===== config.mk =====
export PLATFORM = sky130hd
export DESIGN_NAME = lane_reset_sequencer
export DESIGN_NICKNAME = d
export VERILOG_FILES = /design/src/rtl/lrs_pkg.sv /design/src/rtl/lrs_rr_pick.sv /design/src/rtl/lrs_gap_timer.sv /design/src/rtl/lrs_grant_ctrl.sv /design/src/rtl/lane_reset_sequencer.sv
export SDC_FILE = /design/constraint.sdc
export NUM_CORES = 1
export LEC_CHECK = 0
export BUFFER_PORTS_ARGS = -buffer_cell sky130_fd_sc_hd__buf_2
export CAP_MARGIN = 5
export CORE_ASPECT_RATIO = 0.75
export CORE_MARGIN = 1.5
export CORE_UTILIZATION = 29
export DETAILED_ROUTE_END_ITERATION = 12
export PLACE_DENSITY_LB_ADDON = 0.08
export REMOVE_ABC_BUFFERS = 1
export SETUP_SLACK_MARGIN = 0.02
export SLEW_MARGIN = 20
export SYNTH_ARGS = -nofsm -noshare
export SYNTH_HDL_FRONTEND = slang
export SYNTH_HIERARCHICAL = 1
export SYNTH_SLANG_ARGS = --single-unit

===== constraint.sdc =====
create_clock -name clk -period 4.05 [get_ports clk]
set_clock_uncertainty 0.15 [all_clocks]
set_input_delay 0.405 -clock clk [delete_from_list [all_inputs] [get_ports clk]]
set_output_delay 0.405 -clock clk [all_outputs]
set_load 0.05 [all_outputs]

===== src/rtl/lrs_pkg.sv =====
package lrs_pkg;
  typedef enum logic {
    LRS_IDLE = 1'b0,
    LRS_HOLD = 1'b1
  } lrs_state_e;
endpackage


===== src/rtl/lrs_rr_pick.sv =====
// Circular search: first set request bit at or after the start index.
module lrs_rr_pick #(
  parameter int LANES = 8,
  parameter int IDX_W = 3
) (
  input  logic [LANES-1:0] req_i,
  input  logic [IDX_W-1:0] start_i,
  output logic             hit_o,
  output logic [IDX_W-1:0] idx_o
);
  logic [IDX_W:0] cand;

  always_comb begin
    hit_o = 1'b0;
    idx_o = start_i;
    cand  = '0;
    for (int off = 0; off < LANES; off++) begin
      cand = {1'b0, start_i} + (IDX_W+1)'(off);
      if (cand >= (IDX_W+1)'(LANES)) cand = cand - (IDX_W+1)'(LANES);
      if (!hit_o && req_i[cand[IDX_W-1:0]]) begin
        hit_o = 1'b1;
        idx_o = cand[IDX_W-1:0];
      end
    end
  end
endmodule


===== src/rtl/lrs_gap_timer.sv =====
// Counts the quiet cycles after a grant is released.
module lrs_gap_timer #(
  parameter int GAP_CYCLES = 1
) (
  input  logic clk,
  input  logic rst_n,
  input  logic load_i,
  output logic quiet_o
);
  localparam int CNT_W = (GAP_CYCLES > 1) ? $clog2(GAP_CYCLES) : 1;
  logic [CNT_W-1:0] cnt_q;

  always_ff @(posedge clk or negedge rst_n) begin
    if (!rst_n)                cnt_q <= '0;
    else if (load_i)           cnt_q <= CNT_W'(GAP_CYCLES - 1);
    else if (cnt_q != '0)      cnt_q <= cnt_q - 1'b1;
  end

  assign quiet_o = (cnt_q == '0);
endmodule


===== src/rtl/lrs_grant_ctrl.sv =====
// Holds the owner lane until it reports done; advances the rotation pointer.
module lrs_grant_ctrl
  import lrs_pkg::*;
#(
  parameter int LANES = 8,
  parameter int IDX_W = 3
) (
  input  logic             clk,
  input  logic             rst_n,
  input  logic [LANES-1:0] done_i,
  input  logic             hit_i,
  input  logic [IDX_W-1:0] pick_i,
  input  logic             quiet_i,
  output logic [IDX_W-1:0] ptr_o,
  output logic             release_o,
  output logic [LANES-1:0] grant_o
);
  lrs_state_e       state_q;
  logic [IDX_W-1:0] owner_q;
  logic [IDX_W-1:0] ptr_q;
  logic [IDX_W-1:0] owner_next;

  assign release_o = (state_q == LRS_HOLD) && done_i[owner_q];
  assign owner_next = (owner_q == IDX_W'(LANES - 1)) ? '0 : owner_q + 1'b1;

  always_ff @(posedge clk or negedge rst_n) begin
    if (!rst_n) begin
      state_q <= LRS_IDLE;
      owner_q <= '0;
      ptr_q   <= '0;
    end else begin
      case (state_q)
        LRS_IDLE: if (quiet_i && hit_i) begin
          state_q <= LRS_HOLD;
          owner_q <= pick_i;
        end
        LRS_HOLD: if (release_o) begin
          state_q <= LRS_IDLE;
          ptr_q   <= owner_next;
        end
        default: state_q <= LRS_IDLE;
      endcase
    end
  end

  for (genvar g = 0; g < LANES; g++) begin : g_grant
    assign grant_o[g] = (state_q == LRS_HOLD) && (owner_q == IDX_W'(g));
  end

  assign ptr_o = ptr_q;
endmodule


===== src/rtl/lane_reset_sequencer.sv =====
module lane_reset_sequencer #(
  parameter int LANES      = 8,
  parameter int GAP_CYCLES = 1
) (
  input  logic             clk,
  input  logic             rst_n,
  input  logic [LANES-1:0] lane_req_i,
  input  logic [LANES-1:0] lane_done_i,
  output logic [LANES-1:0] lane_grant_o
);
  localparam int IDX_W = (LANES > 1) ? $clog2(LANES) : 1;

  logic             hit;
  logic [IDX_W-1:0] pick;
  logic [IDX_W-1:0] ptr;
  logic             quiet;
  logic             release_pulse;

  lrs_rr_pick #(.LANES(LANES), .IDX_W(IDX_W)) u_pick (
    .req_i   (lane_req_i),
    .start_i (ptr),
    .hit_o   (hit),
    .idx_o   (pick)
  );

  lrs_gap_timer #(.GAP_CYCLES(GAP_CYCLES)) u_gap (
    .clk     (clk),
    .rst_n   (rst_n),
    .load_i  (release_pulse),
    .quiet_o (quiet)
  );

  lrs_grant_ctrl #(.LANES(LANES), .IDX_W(IDX_W)) u_ctrl (
    .clk       (clk),
    .rst_n     (rst_n),
    .done_i    (lane_done_i),
    .hit_i     (hit),
    .pick_i    (pick),
    .quiet_i   (quiet),
    .ptr_o     (ptr),
    .release_o (release_pulse),
    .grant_o   (lane_grant_o)
  );
endmodule


[Word level (Yosys, flattened, before mapping)]
Cells that the tools add are included.
Widths: inputs -> output; s select.
Word-level totals
  register bits: 8
  bits of input ports: 18
  output and inout bits: 8
  logic and storage cells: 122
Operators by class
  add/subtract/negate cells: 17
  magnitude comparators: 17
  eq/ne operators: 7
  muxes and demuxes: 48
  bitwise logic cells: 2
  reduce and logical (&&, ||, !) cells: 27
Operators with widths (number)
  $mux 3: 17
  $lt 3x4->1 const B: 9
  $ge 4x4->1 const B: 7
  $bmux 1 s3: 9
  $sub 3x1->3 const B: 8
  $mux 1: 21
  $logic_and 1x1->1: 17
  $add 3x3->4 const B: 4
  $eq 3x3->1 const B: 4
  $add 3x2->4 const B: 2
  $logic_not 1->1: 7
  $eq 3x2->1 const B: 2
  $add 3x1->4 const B: 1
  $ge 3x4->1 const B: 1
  $reduce_and 2->1: 2
  $add 3x1->3 const B: 1
  $eq 3x1->1 const B: 1
  $logic_not 3->1: 1
  $not 1->1: 2
  $pmux 1 s2: 1
  $sub 1x1->1 const B: 1

[Longest topological paths before layout]
Gate-level depths: netlist of run 1.
  word-level depth: 29
  mapped depth: 11
  gate-level depth less buffers: 9

[Cells and area by module]
The synthesis of run 1 kept the hierarchy.
By module, submodules not included
  lrs_rr_pick: times used 1, cells each 97, area each 867.1 um^2, seq. area each 0.0 um^2
  lrs_grant_ctrl: times used 1, cells each 49, area each 520.5 um^2, seq. area each 175.2 um^2
  lrs_gap_timer: times used 1, cells each 2, area each 11.3 um^2, seq. area each 0.0 um^2

[Worst setup path before layout of run 1]
No wires, ideal clock.
  path type: register to register
  start: reg u_ctrl.ptr_q[1], in the netlist u_ctrl/ptr_o[1]
  end: reg u_ctrl.owner_q[0]
  library setup time: 125 ps
  arrival time: 3280 ps
  data required time: 3775 ps
  slack: 495 ps
  cell stages (with the launch flop): 12
  buffers on the path: 2
  clock period less this slack: 3555 ps
  cells stage by stage: dfrtp_1 buf_2 inv_1 ha_1 buf_4 mux4_2 mux2_2 o32a_1 or3_4 nand2b_1 nand3b_1 mux2_2
Between the ends
  word-level cells in the longest chain between the ends: 28
  elaborated cells between the ends (all ways): 79
  classes of those cells: add/sub: 15; order compare: 8; mux: 40; reduce/logical: 16
Ends and longest elaborated chain
  start, declared: line lrs_grant_ctrl.sv:20  | logic [IDX_W-1:0] ptr_q;
  start signal, assigned: line lrs_grant_ctrl.sv:39  | ptr_q <= owner_next;
  branches (longest 25 deep; another with $add 3x1->4)
  $mux 1 *: line lrs_rr_pick.sv:20  | if (!hit_o && req_i[cand[IDX_W-1:0]]) begin
  named net hit: line lane_reset_sequencer.sv:13  | logic hit;
  $logic_and 1x1->1 *: line lrs_grant_ctrl.sv:33  | LRS_IDLE: if (quiet_i && hit_i) begin
  $reduce_and 2->1 (no source line) *
  end signal, assigned: line lrs_grant_ctrl.sv:35  | owner_q <= pick_i;
  end, declared: line lrs_grant_ctrl.sv:19  | logic [IDX_W-1:0] owner_q;
Mark *: on every way through the listed nets, which the timed path passes. The select of a mux whose other input is x is not followed.
A chain may end at the register's enable or synchronous reset.

[Final worst setup path of run 1]
  start: reg u_ctrl.ptr_q[1], in the netlist u_ctrl/ptr_o[1]
  end: reg u_ctrl.owner_q[2]
The elaborated chain is that of the path after synthesis.

==> flow_summary_export.csv, run 1 <==
group,metric,value,unit
status,outcome,"finished clean",
hold_path,hold_path.class,"in2async",
global_routing,grtUsageTotal,0.145,
floorplanning,die_y,63.1,um
clocking,cts_setup_buffers,0,
clocking,clk_pin_slew,0.04,ns
floorplanning,initial_utilization,0.307,
worst_setup_path,crit_arrival,3.57,ns
layout,synthToLayoutAreaGrowth,16.1,%
floorplanning,core_area,4550,um2
synthesis,syn_inst,147,
worst_setup_path,r2r.worst_path.cells,10,
layout,nets,199,
timing,finalSetupViolCount,0,
timing,drv_slew,0,
global_routing,grt_pass1_vias,1261,
clocking,worstSkewPairLatency,0.22,ns
job,drv_cap,0,
timing,tns,0,ns
timing,hold_viol,0,
synthesis,avgSynthCellArea,9.49,um2
floorplanning,die_area,5240,um2
detailed_routing,vias_per_cell,5.66,
layout,drive_gt1_frac,0.349,
place,place_hpwl,2900,um
clocking,cts_buffer_depth,2,
worst_setup_path,end_kind,"flop",
clocking,h-tree-depth,1,
place,place_congestion,0.850,
detailed_routing,dr_total_vias,1296,
global_routing,grt_pass1_wl,6220,um
layout,diodes,0,
clocking,clock_sinks,7,
synthesis,synth_warnings,6,
worst_setup_path,r2r_slack,0.43,ns
global_routing,grt_max_degree,16,
detailed_routing,postRouteAntennaNets,0,
timing,max_freq,276,MHz
timing,min_period,3.62,ns
worst_setup_path,cp-startpoint,"u_ctrl/ptr_o[1]",
timing,worstMarginPinSlew,0.596,ns
worst_setup_path,worstPathRequired,4.00,ns
detailed_routing,drt-wirelength-per-cell,15.9,um
timing,rsz0062_at_grt,"false",
global_routing,antenna_found_initial,0,
layout,regArea,175,um2
detailed_routing,drc,0,
worst_setup_path,r2r_end,"u_ctrl/owner_q[2]",
clocking,cts-buffers-inserted,3,
worst_setup_path,cp_max_fo,7,
clocking,cts_root_buf,"clkbuf_8",
detailed_routing,drt_iter0_drc,196,
floorplanning,dieWidth,83.1,um
floorplanning,pin_count,26,
clocking,tritoncts,"done",
detailed_routing,drt-pass1-iter-count,4,
worst_setup_path,r2r-start,"u_ctrl/ptr_o[1]",
floorplanning,row_count,21,
place,port-buffer-count,25,
global_routing,overflow,0,
detailed_routing,drt_wl_total,3650,um
worst_setup_path,start_kind,"flop",
timing,fin_crit_sh,0.893,
timing,max-slew-margin-rel,0.592,
synthesis,synth_area,1400,um2
layout,nFillCells,448,
layout,multi_input_area,1120,um2
worst_setup_path,crit_type,"reg2reg",
==> worst max-delay path by stage <==
stage / to / depth (start not counted)
after floorplan: u_ctrl/owner_q[0] / 9
after global placement: u_ctrl/owner_q[0] / 10
after detailed placement: u_ctrl/owner_q[2] / 10
after CTS: u_ctrl/owner_q[2] / 10
after global routing: u_ctrl/owner_q[2] / 10
final: u_ctrl/owner_q[2] / 10
==> layer usage <==
metal,part of all wire,wire (um),vias up,GRT usage
met3,0.044,161,2,0.0315
met4,0.0038,14,0,0.0167
met1,0.51,1870,632,0.217
li1,-,-,623,-
met2,0.44,1610,39,0.218
met5,0,0,-,0
==> state kept, by name, indices dropped and copies added (netlist names) <==
name and count:
u_ctrl/owner_q 3, u_ctrl/ptr_o 3, u_ctrl/state_q 1
==> placed cells by master, fill, tap and decap left out, types with 2 or more instances in the layout <==
cell type,instances
buf_2,25
mux4_2,12
inv_1,10
mux2_2,10
mux2i_1,9
nor2_1,8
ha_1,8
dfrtp_1,7
a21oi_1,7
nor2b_1,6
and2_1,5
nand2_1,5
buf_4,4
nand2b_1,4
o32ai_1,4
clkbuf_8,3
and3_1,3
nand3_1,3
a22oi_1,3
xnor2_1,3
o21ai_0,3
a211oi_1,3
nand3b_1,2
a2bb2oi_1,2
a221oi_1,2
==> per-stage QoR <==
| step | setup WS [ns] | util | hold WS (ns) | area [um2] | instances |
|---|---|---|---|---|---|
| floorplan | 0.181 | - | -0.0406 | 1340 | 138 |
| global placement | 0.495 | 0.344 | 0.103 | 1560 | 224 |
| detailed placement | 0.455 | 0.344 | 0.110 | 1560 | 224 |
| CTS | 0.434 | 0.356 | 0.414 | 1620 | 229 |
| global route | 0.259 | 0.356 | 0.418 | 1620 | 229 |
| finish | 0.432 | 0.356 | 0.403 | 1620 | 229 |
==> worst max-delay path: stages (launching register included) <==
cell and delay [ns]:
dfrtp_1 0.34, inv_1 0.11, ha_1 0.48, buf_4 0.23
mux4_2 0.49, mux2_2 0.31, o32a_1 0.27, or3_4 0.44
nand2b_1 0.15, nand3b_1 0.17, mux2_2 0.36
==> layout make-up <==
cell class,instances,share of cell area
clock buffers,4,0.0278
inverters,10,0.0232
multi-input cells,121,0.695
flip-flops and latches,7,0.108
well taps,57,0.0440
repair buffers,30,0.102
==> repair_timing <==
action,4_1_cts,5_1_grt
gates resized for setup,0,0
hold buffers,1,0
endpoints found under the hold margin,7,0
Power of run 1 is not shown: default switching activity piles up to over one toggle a cycle in this logic, so the estimate is an artifact.
==> run 2, diff against run 1 <==
==> constraint.sdc (replaced) <==
create_clock -name clk -period 4.2 [get_ports clk]
set_clock_uncertainty 0.15 [all_clocks]
set_input_delay 0.42 -clock clk [delete_from_list [all_inputs] [get_ports clk]]
set_output_delay 0.42 -clock clk [all_outputs]
set_load 0.05 [all_outputs]
==> run 2 against run 1 <==
Non-clock buffer count is the same. Sequential cell count unchanged. Sequential share of layout area stayed put. Final area is the same. Via count shrank 3.3%. Setup slack improved by 0.14 ns. Final cell count unchanged. Critical path type unchanged. Critical endpoint is now u_ctrl/owner_q[1]. Largest cell class unchanged.
==> flow_summary_export.csv, run 2 (synthesized netlist as in run 1, its figures left out) <==
group,metric,value,unit
clocking,clk_pin_slew,0.04,ns
floorplanning,die_y,63.1,um
worst_setup_path,end_kind,"flop",
clocking,h-tree-depth,1,
global_routing,overflow,0,
floorplanning,row_count,21,
worst_setup_path,worstPathRequired,4.15,ns
detailed_routing,postRouteAntennaNets,0,
timing,rsz0062_at_grt,"false",
floorplanning,initial_utilization,0.307,
timing,finalSetupViolCount,0,
timing,worstMarginPinSlew,0.558,ns
worst_setup_path,start_kind,"flop",
clocking,clock_sinks,7,
floorplanning,dieWidth,83.1,um
floorplanning,core_area,4550,um2
worst_setup_path,cp_max_fo,7,
layout,synthToLayoutAreaGrowth,16.1,%
timing,max_freq,275,MHz
worst_setup_path,crit_type,"reg2reg",
floorplanning,pin_count,26,
place,post-place-cells,224,
layout,layout_commonest_cell,"buf_2",
layout,final_cells,229,
detailed_routing,drt_wl_total,3640,um
place,port-buffer-count,25,
timing,max-slew-margin-rel,0.618,
floorplanning,die_area,5240,um2
clocking,cts_buffer_depth,2,
clocking,worstSkewPairLatency,0.23,ns
timing,hold_viol,0,
place,place_congestion,0.809,
detailed_routing,drc,0,
timing,drv_slew,0,
timing,fin_crit_sh,0.864,
global_routing,grtUsageTotal,0.143,
clocking,cts_root_buf,"clkbuf_8",
layout,drive_gt1_frac,0.349,
worst_setup_path,crit_arrival,3.58,ns
timing,min_period,3.63,ns
layout,diodes,0,
global_routing,grt_max_degree,15,
global_routing,grt_pass1_wl,6040,um
detailed_routing,vias_per_cell,5.47,
detailed_routing,drt_iter0_drc,77,
job,drv_cap,0,
clocking,tritoncts,"done",
clocking,cts-buffers-inserted,3,
layout,postLayoutCoreUtil,0.356,
layout,layout_common_cells,"buf_2 (25), mux4_2 (12), inv_1 (10), mux2_2 (10), mux2i_1 (9)",
clocking,cts_setup_buffers,0,
detailed_routing,drt-wirelength-per-cell,15.9,um
global_routing,grt_pass1_vias,1243,
layout,nets,199,
timing,tns,0,ns
hold_path,hold_path.class,"in2async",
global_routing,antenna_found_initial,0,
layout,stdcell_area,1620,um2
place,dpl_cell_area,1560,um2
detailed_routing,dr_total_vias,1253,
place,place_hpwl,2940,um
status,outcome,"finished clean",
detailed_routing,drt-pass1-iter-count,4,
## run 2: path summary, 6_finish.rpt
check / start / end / slack, ns / cells past startpoint
worst max-delay path: u_ctrl/ptr_o[1] / u_ctrl/owner_q[1] / 0.57 / 10
worst min-delay path: rst_n / u_ctrl/ptr_o[1] / 0.41 / 2
worst max register to register: u_ctrl/ptr_o[1] / u_ctrl/owner_q[1] / 0.57 / 10
worst min register to register: u_ctrl/state_q / u_ctrl/state_q / 0.55 / 1
max in group asynchronous: rst_n / u_ctrl/owner_q[2] / 3.33 / 2
min in group clk: u_ctrl/state_q / u_ctrl/state_q / 0.55 / 1
## run 2: critical path, stage by stage, from the launching register on
cell and delay (ns):
dfrtp_1 0.34, inv_1 0.11, ha_1 0.48, buf_4 0.23
mux4_2 0.50, mux2_2 0.30, o32a_1 0.27, or3_4 0.44
nand2b_1 0.16, nand3b_1 0.17, mux2_2 0.36
## run 2: what timing repair did
action,4_1_cts,5_1_grt
gates resized for setup,0,0
hold endpoints to repair,7,0
hold buffers,1,0
endpoints found under the setup margin,0,0
## run 2: layout make-up
cell class | count | area, um2
repair buffers | 30 | 165
well taps | 57 | 71.3
clock buffers | 4 | 45.0
flip-flops and latches | 7 | 175
multi-input cells | 121 | 1120
fillers | 476 | 2930
inverters | 10 | 37.5
## run 2: per-stage QoR
step           hold slack [ns]  worst slack [ns]
4_1_cts                  0.421             0.573
2_1_floorplan          -0.0256             0.331
5_1_grt                  0.446             0.400
6_report                 0.407             0.569
3_5_place_dp             0.119             0.572
3_3_place_gp             0.121             0.660
## run 2: routing by layer
metal / vias up / GRT usage / part of all wire
met2: 27 / 0.212 / 0.43
met1: 600 / 0.208 / 0.53
met4: 0 / 0.0292 / 0.011
met3: 6 / 0.0367 / 0.033
li1: 620 / - / -
met5: - / 0 / 0
Power of run 2 is left out for the same reason.
